## src/rtl/hzq_pkg.sv

```systemverilog
package hzq_pkg;
  localparam int REG_W = 5;
  localparam int VAL_W = 32;

  typedef enum logic [1:0] {
    K_ADD = 2'd0,
    K_BZ  = 2'd1,
    K_LD  = 2'd2,
    K_ST  = 2'd3
  } kind_e;

  typedef struct packed {
    kind_e             kind;
    logic [REG_W-1:0]  dst;
    logic [VAL_W-1:0]  val_a;
    logic [VAL_W-1:0]  val_b;
  } slot_t;

  function automatic logic kind_writes(input kind_e k);
    return (k == K_ADD) || (k == K_LD);
  endfunction
endpackage

```

## src/rtl/hzq_store.sv

```systemverilog
module hzq_store
  import hzq_pkg::*;
#(
  parameter int DEPTH = 2
) (
  input  logic                clk,
  input  logic                rst,
  input  logic                enq,
  input  slot_t               enq_slot,
  input  logic                deq,
  input  logic                flush,
  output slot_t [DEPTH-1:0]   slots,
  output logic  [DEPTH-1:0]   held,
  output logic  [DEPTH-1:0]   live,
  output slot_t               head
);
  localparam int PW = (DEPTH > 1) ? $clog2(DEPTH) : 1;

  logic [PW-1:0]    rd_ptr, wr_ptr, wr_eff;
  logic [DEPTH-1:0] deq_mask, enq_mask, held_nxt;

  function automatic logic [PW-1:0] bump(input logic [PW-1:0] p);
    return (p == PW'(DEPTH - 1)) ? '0 : p + PW'(1);
  endfunction

  always_comb begin
    deq_mask = '0;
    enq_mask = '0;
    if (deq) deq_mask[rd_ptr] = 1'b1;
    live     = flush ? '0 : (held & ~deq_mask);
    wr_eff   = flush ? '0 : wr_ptr;
    if (enq) enq_mask[wr_eff] = 1'b1;
    held_nxt = live | enq_mask;
  end

  always_ff @(posedge clk) begin
    if (rst) begin
      held   <= '0;
      rd_ptr <= '0;
      wr_ptr <= '0;
    end else begin
      held   <= held_nxt;
      rd_ptr <= flush ? '0 : (deq ? bump(rd_ptr) : rd_ptr);
      wr_ptr <= enq ? bump(wr_eff) : wr_eff;
    end
  end

  always_ff @(posedge clk) begin
    if (enq) slots[wr_eff] <= enq_slot;
  end

  assign head = slots[rd_ptr];

  // occupancy moves by exactly the push minus the pop when no flush
  assert_count_step_R3: assert property (@(posedge clk) disable iff (rst)
    !flush |=> ($countones(held) ==
                $countones($past(held)) + int'($past(enq)) - int'($past(deq))));

  // flush together with a push leaves one slot
  assert_flush_push_single_R9: assert property (@(posedge clk) disable iff (rst)
    (flush && enq) |=> ($countones(held) == 1));

  // flush alone leaves nothing stored
  assert_flush_drains_R8: assert property (@(posedge clk) disable iff (rst)
    (flush && !enq) |=> (held == '0));
endmodule

```

## src/rtl/hzq_match.sv

```systemverilog
module hzq_match
  import hzq_pkg::*;
#(
  parameter int DEPTH = 2
) (
  input  slot_t [DEPTH-1:0]   slots,
  input  logic  [DEPTH-1:0]   live,
  input  logic  [REG_W-1:0]   srch_reg,
  output logic                hit
);
  logic [DEPTH-1:0] per_slot;

  for (genvar i = 0; i < DEPTH; i++) begin : g_cmp
    assign per_slot[i] = live[i] && kind_writes(slots[i].kind) &&
                         (slots[i].dst == srch_reg);
  end

  assign hit = |per_slot;
endmodule

```

## src/rtl/hzq_top.sv

```systemverilog
module hzq_top
  import hzq_pkg::*;
#(
  parameter int DEPTH = 2
) (
  input  logic        clk,
  input  logic        rst,
  input  logic        in_valid,
  output logic        in_ready,
  input  logic [1:0]  in_kind,
  input  logic [4:0]  in_dst,
  input  logic [31:0] in_val_a,
  input  logic [31:0] in_val_b,
  output logic        out_valid,
  input  logic        out_ready,
  output logic [1:0]  out_kind,
  output logic [4:0]  out_dst,
  output logic [31:0] out_val_a,
  output logic [31:0] out_val_b,
  input  logic        flush,
  input  logic [4:0]  srch_reg,
  output logic        srch_hit,
  output logic        q_full,
  output logic        q_empty
);
  slot_t [DEPTH-1:0] slots;
  logic  [DEPTH-1:0] held, live;
  slot_t             head, enq_slot;
  logic              enq, deq;

  assign enq_slot = '{kind: kind_e'(in_kind), dst: in_dst, val_a: in_val_a, val_b: in_val_b};
  assign out_valid = |held;
  assign deq       = out_valid && out_ready;
  assign q_full    = &live;
  assign q_empty   = ~|live;
  assign in_ready  = !q_full;
  assign enq       = in_valid && in_ready;

  assign out_kind  = head.kind;
  assign out_dst   = head.dst;
  assign out_val_a = head.val_a;
  assign out_val_b = head.val_b;

  hzq_store #(.DEPTH(DEPTH)) store_i (
    .clk(clk), .rst(rst), .enq(enq), .enq_slot(enq_slot), .deq(deq),
    .flush(flush), .slots(slots), .held(held), .live(live), .head(head)
  );

  hzq_match #(.DEPTH(DEPTH)) match_i (
    .slots(slots), .live(live), .srch_reg(srch_reg), .hit(srch_hit)
  );

  // an unpopped head stays put
  assert_head_hold_R2: assert property (@(posedge clk) disable iff (rst)
    (out_valid && !out_ready && !flush) |=> (out_valid && $stable(head)));

  // a hit needs a live slot
  assert_hit_needs_live_R5: assert property (@(posedge clk) disable iff (rst)
    srch_hit |-> !q_empty);

  // a flushing cycle sees an empty queue
  assert_flush_no_hit_R8: assert property (@(posedge clk) disable iff (rst)
    flush |-> (!srch_hit && q_empty && in_ready));

  // nothing stored right after reset
  assert_reset_clean_R1: assert property (@(posedge clk)
    $past(rst) |-> !out_valid);
endmodule

```

## config.mk

```make
export PLATFORM = sky130hd
export DESIGN_NAME = hzq_top
export DESIGN_NICKNAME = d
export VERILOG_FILES = /design/src/rtl/hzq_pkg.sv /design/src/rtl/hzq_store.sv /design/src/rtl/hzq_match.sv /design/src/rtl/hzq_top.sv
export SDC_FILE = /design/constraint.sdc
export NUM_CORES = 1
export LEC_CHECK = 0
export CORE_MARGIN = 2
export CORE_UTILIZATION = 49
export CTS_BUF_LIST = sky130_fd_sc_hd__clkbuf_8
export DETAILED_ROUTE_END_ITERATION = 10
export PLACE_DENSITY_LB_ADDON = 0.25
export SLEW_MARGIN = 20
export SYNTH_ARGS = -nofsm -noshare
export SYNTH_HDL_FRONTEND = slang
export SYNTH_HIERARCHICAL = 1
export SYNTH_SLANG_ARGS = --single-unit
```

## constraint.sdc

```tcl
create_clock -name clk -period 4.65 [get_ports clk]
set_input_delay 0.93 -clock clk [delete_from_list [all_inputs] [get_ports clk]]
set_output_delay 0.93 -clock clk [all_outputs]
set_load 0.01 [all_outputs]
```

-- Yosys cells after proc, flatten, opt, wreduce, memory -nomap -nowiden
Cells that the tools add are included.
- add/sub/neg operators: 2
- $lt $le $gt $ge: 4
- eq/ne operators: 4
- mux-type cells: 16
- bitwise logic cells: 3
- reduce and logical (&&, ||, !) cells: 19
- operator list (operator ; number):
    71-bit 2-to-1 mux ; 3
    142-bit bitwise mux ; 1
    71-bit demux with 1-bit select ; 1
    5-bit == test ; 2
    1-bit logical AND ; 8
    2-bit OR reduction ; 4
    1-bit 2-to-1 mux ; 6
    2-bit 2-to-1 mux ; 3
    2-bit == test (second input constant) ; 2
    2-bit zero test ; 2
    1-bit by 2-bit < comparator with 1-bit output (second input constant) ; 2
    1-bit adder (second input constant) ; 2
    2-bit bitwise AND ; 1
    1-bit demux with 1-bit select ; 2
    1-bit >= comparator (second input constant) ; 2
    1-bit zero test ; 2
    1-bit logical OR ; 2
    2-bit inverter ; 1
    2-bit OR ; 1
    2-bit AND reduction ; 1
- register bits after elaboration: 146
- input port bits: 81
- output and inout bits: 76
- logic and storage cells: 59

-- Logic depth before layout (Yosys ltp)
Gate-level depths: netlist of run 1.
- depth after elaboration: 13
- mapped depth: 6
- mapped depth without buffers: 6

-- Modules after synthesis
Netlist of run 1, hierarchy kept.
- modules (own cells, without submodules) (module ; times used ; cells each ; area an instance (sq um) ; seq. area each (sq um)):
    hzq_store ; 1 ; 238 ; 5345.1 ; 4344.2
    hzq_match ; 1 ; 15 ; 121.4 ; 0.0
    hzq_top ; 1 ; 6 ; 35.0 ; 0.0

-- Worst setup path before layout of run 1
No wires, ideal clock.
- path type: in2reg
- start: input port out_ready
- end: register, netlist name store_i/slots[0]
- library setup time: 438 ps
- data arrival time: 3253 ps
- data required time: 4212 ps
- slack: 959 ps
- stages on the path: 5
- path buffers: 0
- path through: o21a_1 -> nor2b_1 -> nor3b_1 -> a21boi_1 -> ha_1
- word-level cells in the longest chain between the ends: 8
- ends and longest elaborated chain (what ; RTL line ; RTL):
    start, declared ; hzq_top.sv:15 ; input logic out_ready,
    1-bit logical AND ; hzq_top.sv:33 ; assign deq = out_valid && out_ready;
    2-bit 2-to-1 mux ; hzq_store.sv:29 ; if (deq) deq_mask[rd_ptr] = 1'b1;
    2-bit inverter ; hzq_store.sv:30 ; live = flush ? '0 : (held & ~deq_mask);
    2-bit bitwise AND ; hzq_store.sv:30 ;
    2-bit 2-to-1 mux ; hzq_store.sv:30 ;
    via live[0] ; hzq_top.sv:27 ; logic [DEPTH-1:0] held, live;
    2-bit AND reduction ; hzq_top.sv:34 ; assign q_full = &live;
    1-bit zero test ; hzq_top.sv:36 ; assign in_ready = !q_full;
    1-bit logical AND ; hzq_top.sv:37 ; assign enq = in_valid && in_ready;
    via enq ; hzq_top.sv:29 ; logic enq, deq;
The timed path passes the listed nets, and every way through them passes these cells.
A chain may end at the register's enable or synchronous reset.

-- Worst setup path after layout of run 1
- start: input port out_ready
- end: output port srch_hit
- word-level cells in the longest chain between the ends: 8
- elaborated cells between the ends (all ways): 10
- those cells by class: 2 x mux; 2 x bitwise; 6 x reduce/logical
- ends and longest elaborated chain (what ; RTL line ; RTL):
    1-bit logical AND ; hzq_top.sv:33 ;
    via deq ; hzq_top.sv:29 ;
    2-bit 2-to-1 mux ; hzq_store.sv:29 ;
    2-bit inverter ; hzq_store.sv:30 ;
    2-bit bitwise AND ; hzq_store.sv:30 ;
    2-bit 2-to-1 mux ; hzq_store.sv:30 ;
    via live[0] ; hzq_top.sv:27 ;
    1-bit logical AND (2 in series) ; hzq_match.sv:14 ; assign per_slot[i] = live[i] && kind_writes(slots[i].kind) &&
    2-bit OR reduction ; hzq_match.sv:18 ; assign hit = |per_slot;
    end, declared ; hzq_top.sv:22 ; output logic srch_hit,
The timed path passes the listed nets, and every way through them passes these cells.

==> results of run 1 <==
[cell usage in the layout (no fill, tap or decap)]
master           instances
clkdlybuf4s50_1        156
edfxtp_1               142
mux2_2                  71
clkbuf_8                17
xnor2_1                 11
clkinvlp_4               5
bufinv_16                3
inv_1                    3
buf_4                    3
dfxtp_1                  3
nor2_1                   2
clkinv_2                 2
inv_6                    2
clkinv_1                 2
nand4_1                  2
nand3b_1                 2
o21ba_2                  2
ha_4                     2
buf_12                   2
or2_1                    1
and2_1                   1
nand2_1                  1
a21boi_1                 1
o21a_1                   1
o22ai_1                  1
nand2b_1                 1
nor2b_1                  1
nor3b_1                  1
a211oi_1                 1
nor3_1                   1
dfxtp_4                  1
[layout make-up]
| type | count | area, um^2 |
|---|---|---|
| multi-input cells | 103 | 1071 |
| clock inverters | 15 | 166.4 |
| inverters | 2 | 7.507 |
| clock buffers | 17 | 234.0 |
| well taps | 140 | 175.2 |
| fillers | 737 | 3262 |
| repair buffers | 161 | 1624 |
| flip-flops and latches | 146 | 4348 |
[worst max-delay path, delay by kind of cell]
family,cells,cell delay [ps]
compound gates,2,300
buf+inv,3,1160
simple gates,3,410
[path summary, 6_finish.rpt]
check,startpoint,to,slack [ps]
max,out_ready,srch_hit,920
min,store_i/wr_ptr$_SDFF_PP0_,store_i/wr_ptr$_SDFF_PP0_,660
max reg2reg,store_i/rd_ptr$_SDFFE_PP0P_,store_i/slots[117]$_DFFE_PP_,2040
min reg2reg,store_i/wr_ptr$_SDFF_PP0_,store_i/wr_ptr$_SDFF_PP0_,660
[power by group through the flow]
| stage | clock network (uW) | registers (uW) | logic [uW] |
|---|---|---|---|
| floorplan | 0 | 1550 | 117 |
| global placement | 0 | 1550 | 298 |
| detailed placement | 0 | 1560 | 303 |
| CTS | 1010 | 1530 | 305 |
| global route | 1070 | 1530 | 321 |
| finish | 986 | 1530 | 301 |
[metal layers]
| layer | global-route usage | up-vias | share of wire |
|---|---|---|---|
| met5 | 0 | - | 0.0016 |
| met4 | 0.07324 | 2 | 0.017 |
| met3 | 0.07706 | 15 | 0.080 |
| met2 | 0.2879 | 102 | 0.50 |
| met1 | 0.1920 | 1437 | 0.40 |
| li1 | - | 1360 | - |
[flip-flops by register name, summed over array words and instances (netlist names)]
name and count:
store_i/rd_ptr 1, store_i/held 2, store_i/slots 142, store_i/wr_ptr 1
[through the flow]
| stage | hold slack (ps) | area (um^2) | util | power (uW) | setup slack [ps] |
|---|---|---|---|---|---|
| floorplan | 545.1 | 5502 | - | 1667 | 959.2 |
| global placement | 616.6 | 7226 | 0.6636 | 1850 | 956.9 |
| detailed placement | 654.0 | 7226 | 0.6636 | 1858 | 905.8 |
| CTS | 665.7 | 7626 | 0.7004 | 2844 | 899.7 |
| global route | 677.1 | 7626 | 0.7004 | 2917 | 822.0 |
| finish | 658.5 | 7626 | 0.7004 | 2812 | 919.8 |
[cells by family (layout without fill, tap and decap cells)]
group / Yosys count / count (layout) / share of synthesized area
AO/OA/AOI/OAI: 6 / 6 / 0.008872
multiplexers: 71 / 71 / 0.1453
AND/OR/NAND/NOR: 13 / 13 / 0.01387
flip-flops: 146 / 146 / 0.7896
XOR/XNOR: 11 / 11 / 0.01751
buffers and inverters: 10 / 195 / 0.02024
adder cells (fa/ha/maj): 2 / 2 / 0.004548
==> flow_metrics.env, run 1 <==
export IMPL_drc_errors=0
export IMPL_power_share_sequential=0.542
export IMPL_rr_worst_depth=5
export IMPL_grt_setup_unrepaired="no"
export IMPL_worstPathCellList="clkdlybuf4s50_1, o21a_1, nor2b_1, nor3b_1, buf_4, nand3b_1, o22ai_1, clkdlybuf4s50_1"
export IMPL_start_kind="input port"
export IMPL_vdd_drop_max_v=0.0002651
export IMPL_cts_hold_buf=0
export IMPL_power_density_nw_per_um2=368.7
export IMPL_synth_largest_area_cell="edfxtp_1"
export IMPL_diodes=0
export IMPL_cts_buffer_depth=2
export IMPL_synth_edf_count=142
export IMPL_max_cap_violations=0
export IMPL_drive_above_1_share=0.2477
export IMPL_boundaryPins=157
export IMPL_fin_skew_ps=7.529
export IMPL_vias=2916
export IMPL_ys_flop_type="edfxtp_1"
export IMPL_grt_ovfl_total=0
export IMPL_nets=514
export IMPL_slowest_stage="clkdlybuf4s50_1"
export IMPL_wirelength_um=10150
export IMPL_status="finished clean"
export IMPL_dieArea_um2=12090
export IMPL_slew_viol_final=0
export IMPL_synth_fp_nets=342
export IMPL_ctsResizeCount=0
export IMPL_path_class="input port to output port"
export IMPL_syn_avg_cell_area_um2=21.24
export IMPL_period_needed_ps=3730
export IMPL_die_w_um=110.0
export IMPL_cp_data_arrival_time_ps=2800
export IMPL_combinationalPowerShare=0.107
export IMPL_die_y_um=110.0
export IMPL_place_congestion=0.7198
export IMPL_hold_class="flop to flop"
export IMPL_timing_fmax_mhz=268.1
export IMPL_synth_area_top_cells="edfxtp_1, mux2_2, xnor2_1"
export IMPL_power_internal_uw=2219
export IMPL_slew_headroom=0.6293
export IMPL_crit_path_frequent_cell="clkdlybuf4s50_1"
export IMPL_numCtsBuffers=17
export IMPL_grt_max_degree=39
export IMPL_port_buffers=156
export IMPL_hold_viol=0
export IMPL_power_share_clock=0.351
export IMPL_first_iter_violations=69
export IMPL_firstDrtPassIters=4
export IMPL_cts_htree_levels=4
export IMPL_start_util=0.5053
export IMPL_synth_cells=259
export IMPL_post_route_period_util=0.8022
export IMPL_synth_cell_types=24
export IMPL_root_buffer="clkbuf_8"
export IMPL_swShare=0.2107
export IMPL_cts_sinks=146
export IMPL_required_ps=3720
export IMPL_antenna_left=0
export IMPL_rows=38
export IMPL_synth_top_area_frac=0.7751
export IMPL_clk_pin_slew_ps=80
export IMPL_wl_per_cell_um=17.38
export IMPL_synth_warnings=6
export IMPL_synth_seq_cells=146
export IMPL_critPathMaxFanout=6
export IMPL_antenna_found_initial=1
export IMPL_dp_hpwl_um=6633
export IMPL_final_cells=584
export IMPL_netlist_top_cells_count="edfxtp_1, mux2_2, xnor2_1"
export IMPL_vias_per_cell=4.993
export IMPL_cpPeakStageDelay_ps=550
export IMPL_p_switching_uw=592.6
export IMPL_grtUsageTotal=0.1728
export IMPL_core_area_um2=10890
export IMPL_yosysSeqAreaShare=0.7896
export IMPL_cts_tree="built"
export IMPL_synth_most_common_cell="edfxtp_1"
export IMPL_grt_pass1_vias=2967
export IMPL_grt_pass1_wl_um=14680
export IMPL_clk_latency_ps=440
export IMPL_leakage_uw=0.002534
export IMPL_syn_area_um2=5502
export IMPL_async_flop_share=0
export IMPL_post_cts_setup_buffer_count=0
export IMPL_whs_path_depth=3
export IMPL_max_slew_worst_pin_slew_ps=556.1
export IMPL_cp_end_kind="output port"
export IMPL_dp_cells=552
export IMPL_setup_viol=0
export IMPL_setup_tns_final_ps=0
export IMPL_areaGrowthSynthToFinish_pct=38.62
No activity file was read; power rests on OpenSTA's default activity.
==> run 2: changes to the inputs <==
- CORE_UTILIZATION: 49 -> 44
- clock period: 4.65 -> 3.1 ns (I/O delays scaled with it)
==> flow_metrics.env, run 2 (same netlist as run 1, synthesis figures left out) <==
export IMPL_path_class="input port to output port"
export IMPL_drive_above_1_share=0.2388
export IMPL_cts_sinks=146
export IMPL_power_internal_uw=3146
export IMPL_max_slew_worst_pin_slew_ps=406.4
export IMPL_wl_per_cell_um=16.88
export IMPL_largest_reg_flops=142
export IMPL_power_share_clock=0.308
export IMPL_slew_viol_final=0
export IMPL_cts_hold_buf=0
export IMPL_grt_setup_unrepaired="no"
export IMPL_grt_ovfl_total=0
export IMPL_worstPathCellList="clkdlybuf4s50_1, o21a_1, nor2b_1, nor3b_2, buf_4, and2_1, clkdlybuf4s50_1"
export IMPL_slowest_stage="clkdlybuf4s50_1"
export IMPL_max_cap_violations=0
export IMPL_grtUsageTotal=0.1597
export IMPL_port_buffers=156
export IMPL_vias_per_cell=4.781
export IMPL_crit_path_frequent_cell="clkdlybuf4s50_1"
export IMPL_timing_fmax_mhz=339.8
export IMPL_p_switching_uw=822.4
export IMPL_start_util=0.4542
export IMPL_status="finished clean"
export IMPL_pre_cts_slack_ps=-33.37
export IMPL_nFillCells=959
export IMPL_reg_top3="store_i/slots: 142 flops, store_i/held: 2 flops"
export IMPL_hold_class="flop to flop"
export IMPL_setup_viol=0
export IMPL_die_w_um=115.8
export IMPL_clk_latency_ps=430
export IMPL_numCtsBuffers=17
export IMPL_hold_viol=0
export IMPL_place_congestion=0.7344
export IMPL_place_area_um2=7328
export IMPL_vias=2945
export IMPL_dp_hpwl_um=6863
export IMPL_rows=40
export IMPL_antenna_found_initial=0
export IMPL_final_common_cell="clkdlybuf4s50_1"
export IMPL_register_area_um2=4348
export IMPL_period_needed_ps=2943
export IMPL_diodes=0
export IMPL_post_cts_setup_buffer_count=0
export IMPL_dieArea_um2=13410
export IMPL_cts_tree="built"
export IMPL_core_area_um2=12110
export IMPL_swShare=0.2072
export IMPL_nets=518
export IMPL_vdd_drop_max_v=0.0003052
export IMPL_cts_buffer_depth=2
export IMPL_cpPeakStageDelay_ps=530
export IMPL_design_area_um2=7652
export IMPL_post_route_period_util=0.9493
export IMPL_final_cells=616
export IMPL_clk_pin_slew_ps=70
export IMPL_grt_max_degree=48
export IMPL_slew_headroom=0.7290
export IMPL_drc_errors=0
export IMPL_leakage_uw=0.002565
export IMPL_cp_end_kind="output port"
export IMPL_critPathMaxFanout=6
export IMPL_firstDrtPassIters=4
export IMPL_hold_slack_ps=629.5
export IMPL_root_buffer="clkbuf_8"
export IMPL_power_density_nw_per_um2=518.6
export IMPL_cp_data_arrival_time_ps=2320
export IMPL_die_y_um=115.8
export IMPL_multiInputGateArea_um2=1076
export IMPL_grt_pass1_wl_um=15710
export IMPL_top_register="store_i/slots"
export IMPL_finalPower_uw=3969
export IMPL_setup_ws_ps=157.2
export IMPL_wirelength_um=10400
export IMPL_final_cell_mix="clkdlybuf4s50_1, edfxtp_1, mux2_2"
export IMPL_start_kind="input port"
export IMPL_areaGrowthSynthToFinish_pct=39.09
export IMPL_first_iter_violations=130
export IMPL_combinationalPowerShare=0.116
export IMPL_antenna_left=0
export IMPL_fin_skew_ps=4.312
export IMPL_cts_htree_levels=4
export IMPL_required_ps=2480
export IMPL_dp_cells=584
export IMPL_grt_pass1_vias=3202
export IMPL_boundaryPins=157
export IMPL_power_share_sequential=0.576
## run 2: changes by cell type in the layout (fill, tap and decap cells not counted), sizes merged
cell           change
buf                +4
bufinv             -2
clkdlybuf4s50      -1
clkinv             +5
clkinvlp           -5
dlygate4sd2        +1
inv                +2
## run 2: worst paths after layout
| path | slack, ps | from | to | cells past startpoint |
|---|---|---|---|---|
| max | 160 | out_ready | q_full | 7 |
| min | 630 | store_i/wr_ptr$_SDFF_PP0_ | store_i/wr_ptr$_SDFF_PP0_ | 3 |
| max reg2reg | 1130 | store_i/held[1]$_SDFF_PP0_ | store_i/slots[37]$_DFFE_PP_ | 8 |
| min reg2reg | 630 | store_i/wr_ptr$_SDFF_PP0_ | store_i/wr_ptr$_SDFF_PP0_ | 3 |
## run 2: layout make-up
class                           instances  share of cell area
Tap cell                              168             0.02747
Inverter                                2           0.0009810
Sequential cell                       146              0.5682
Timing Repair Buffer                  165              0.2209
Multi-Input combinational cell        103              0.1406
Clock buffer                           17             0.03058
Clock inverter                         15             0.01128
## run 2: layer usage
metal	vias up	track usage	routed length (um)	part of all wire
li1	1368	-	-	-
met1	1458	0.1782	4102	0.39
met2	103	0.2784	5396	0.52
met3	16	0.04812	661	0.064
met4	0	0.08016	235	0.023
met5	-	0	0	0
## run 2: power groups by stage
stage	Clock [uW]	Combinational (uW)	Sequential, uW
finish	1220	461	2290
global route	1350	493	2290
CTS	1270	469	2290
detailed placement	0	466	2330
global placement	0	458	2320
floorplan	0	176	2320
## run 2: critical path, delay by kind of cell
| kind | cells | cell delay (ps) |
|---|---|---|
| compound gates | 1 | 150 |
| buf+inv | 3 | 1120 |
| simple gates | 3 | 420 |
## run 2: what timing repair did
| item | CTS | global route |
|---|---|---|
| cloned | 0 | 0 |
| gates resized for setup | 1 | 1 |
| endpoints found under the setup margin | 1 | 1 |
## run 2: per-stage QoR
stage | util | TNS, ps
finish | 0.6318 | 0
global placement | 0.6051 | 0
CTS | 0.6314 | 0
global route | 0.6318 | 0
detailed placement | 0.6051 | -33.37
floorplan | - | -40360
==> run 3: changes to the inputs <==
- GPL_ROUTABILITY_DRIVEN: default -> 0
==> results of run 3 <==
Same layout as run 2: the final DEF is identical, and so are final timing and power.
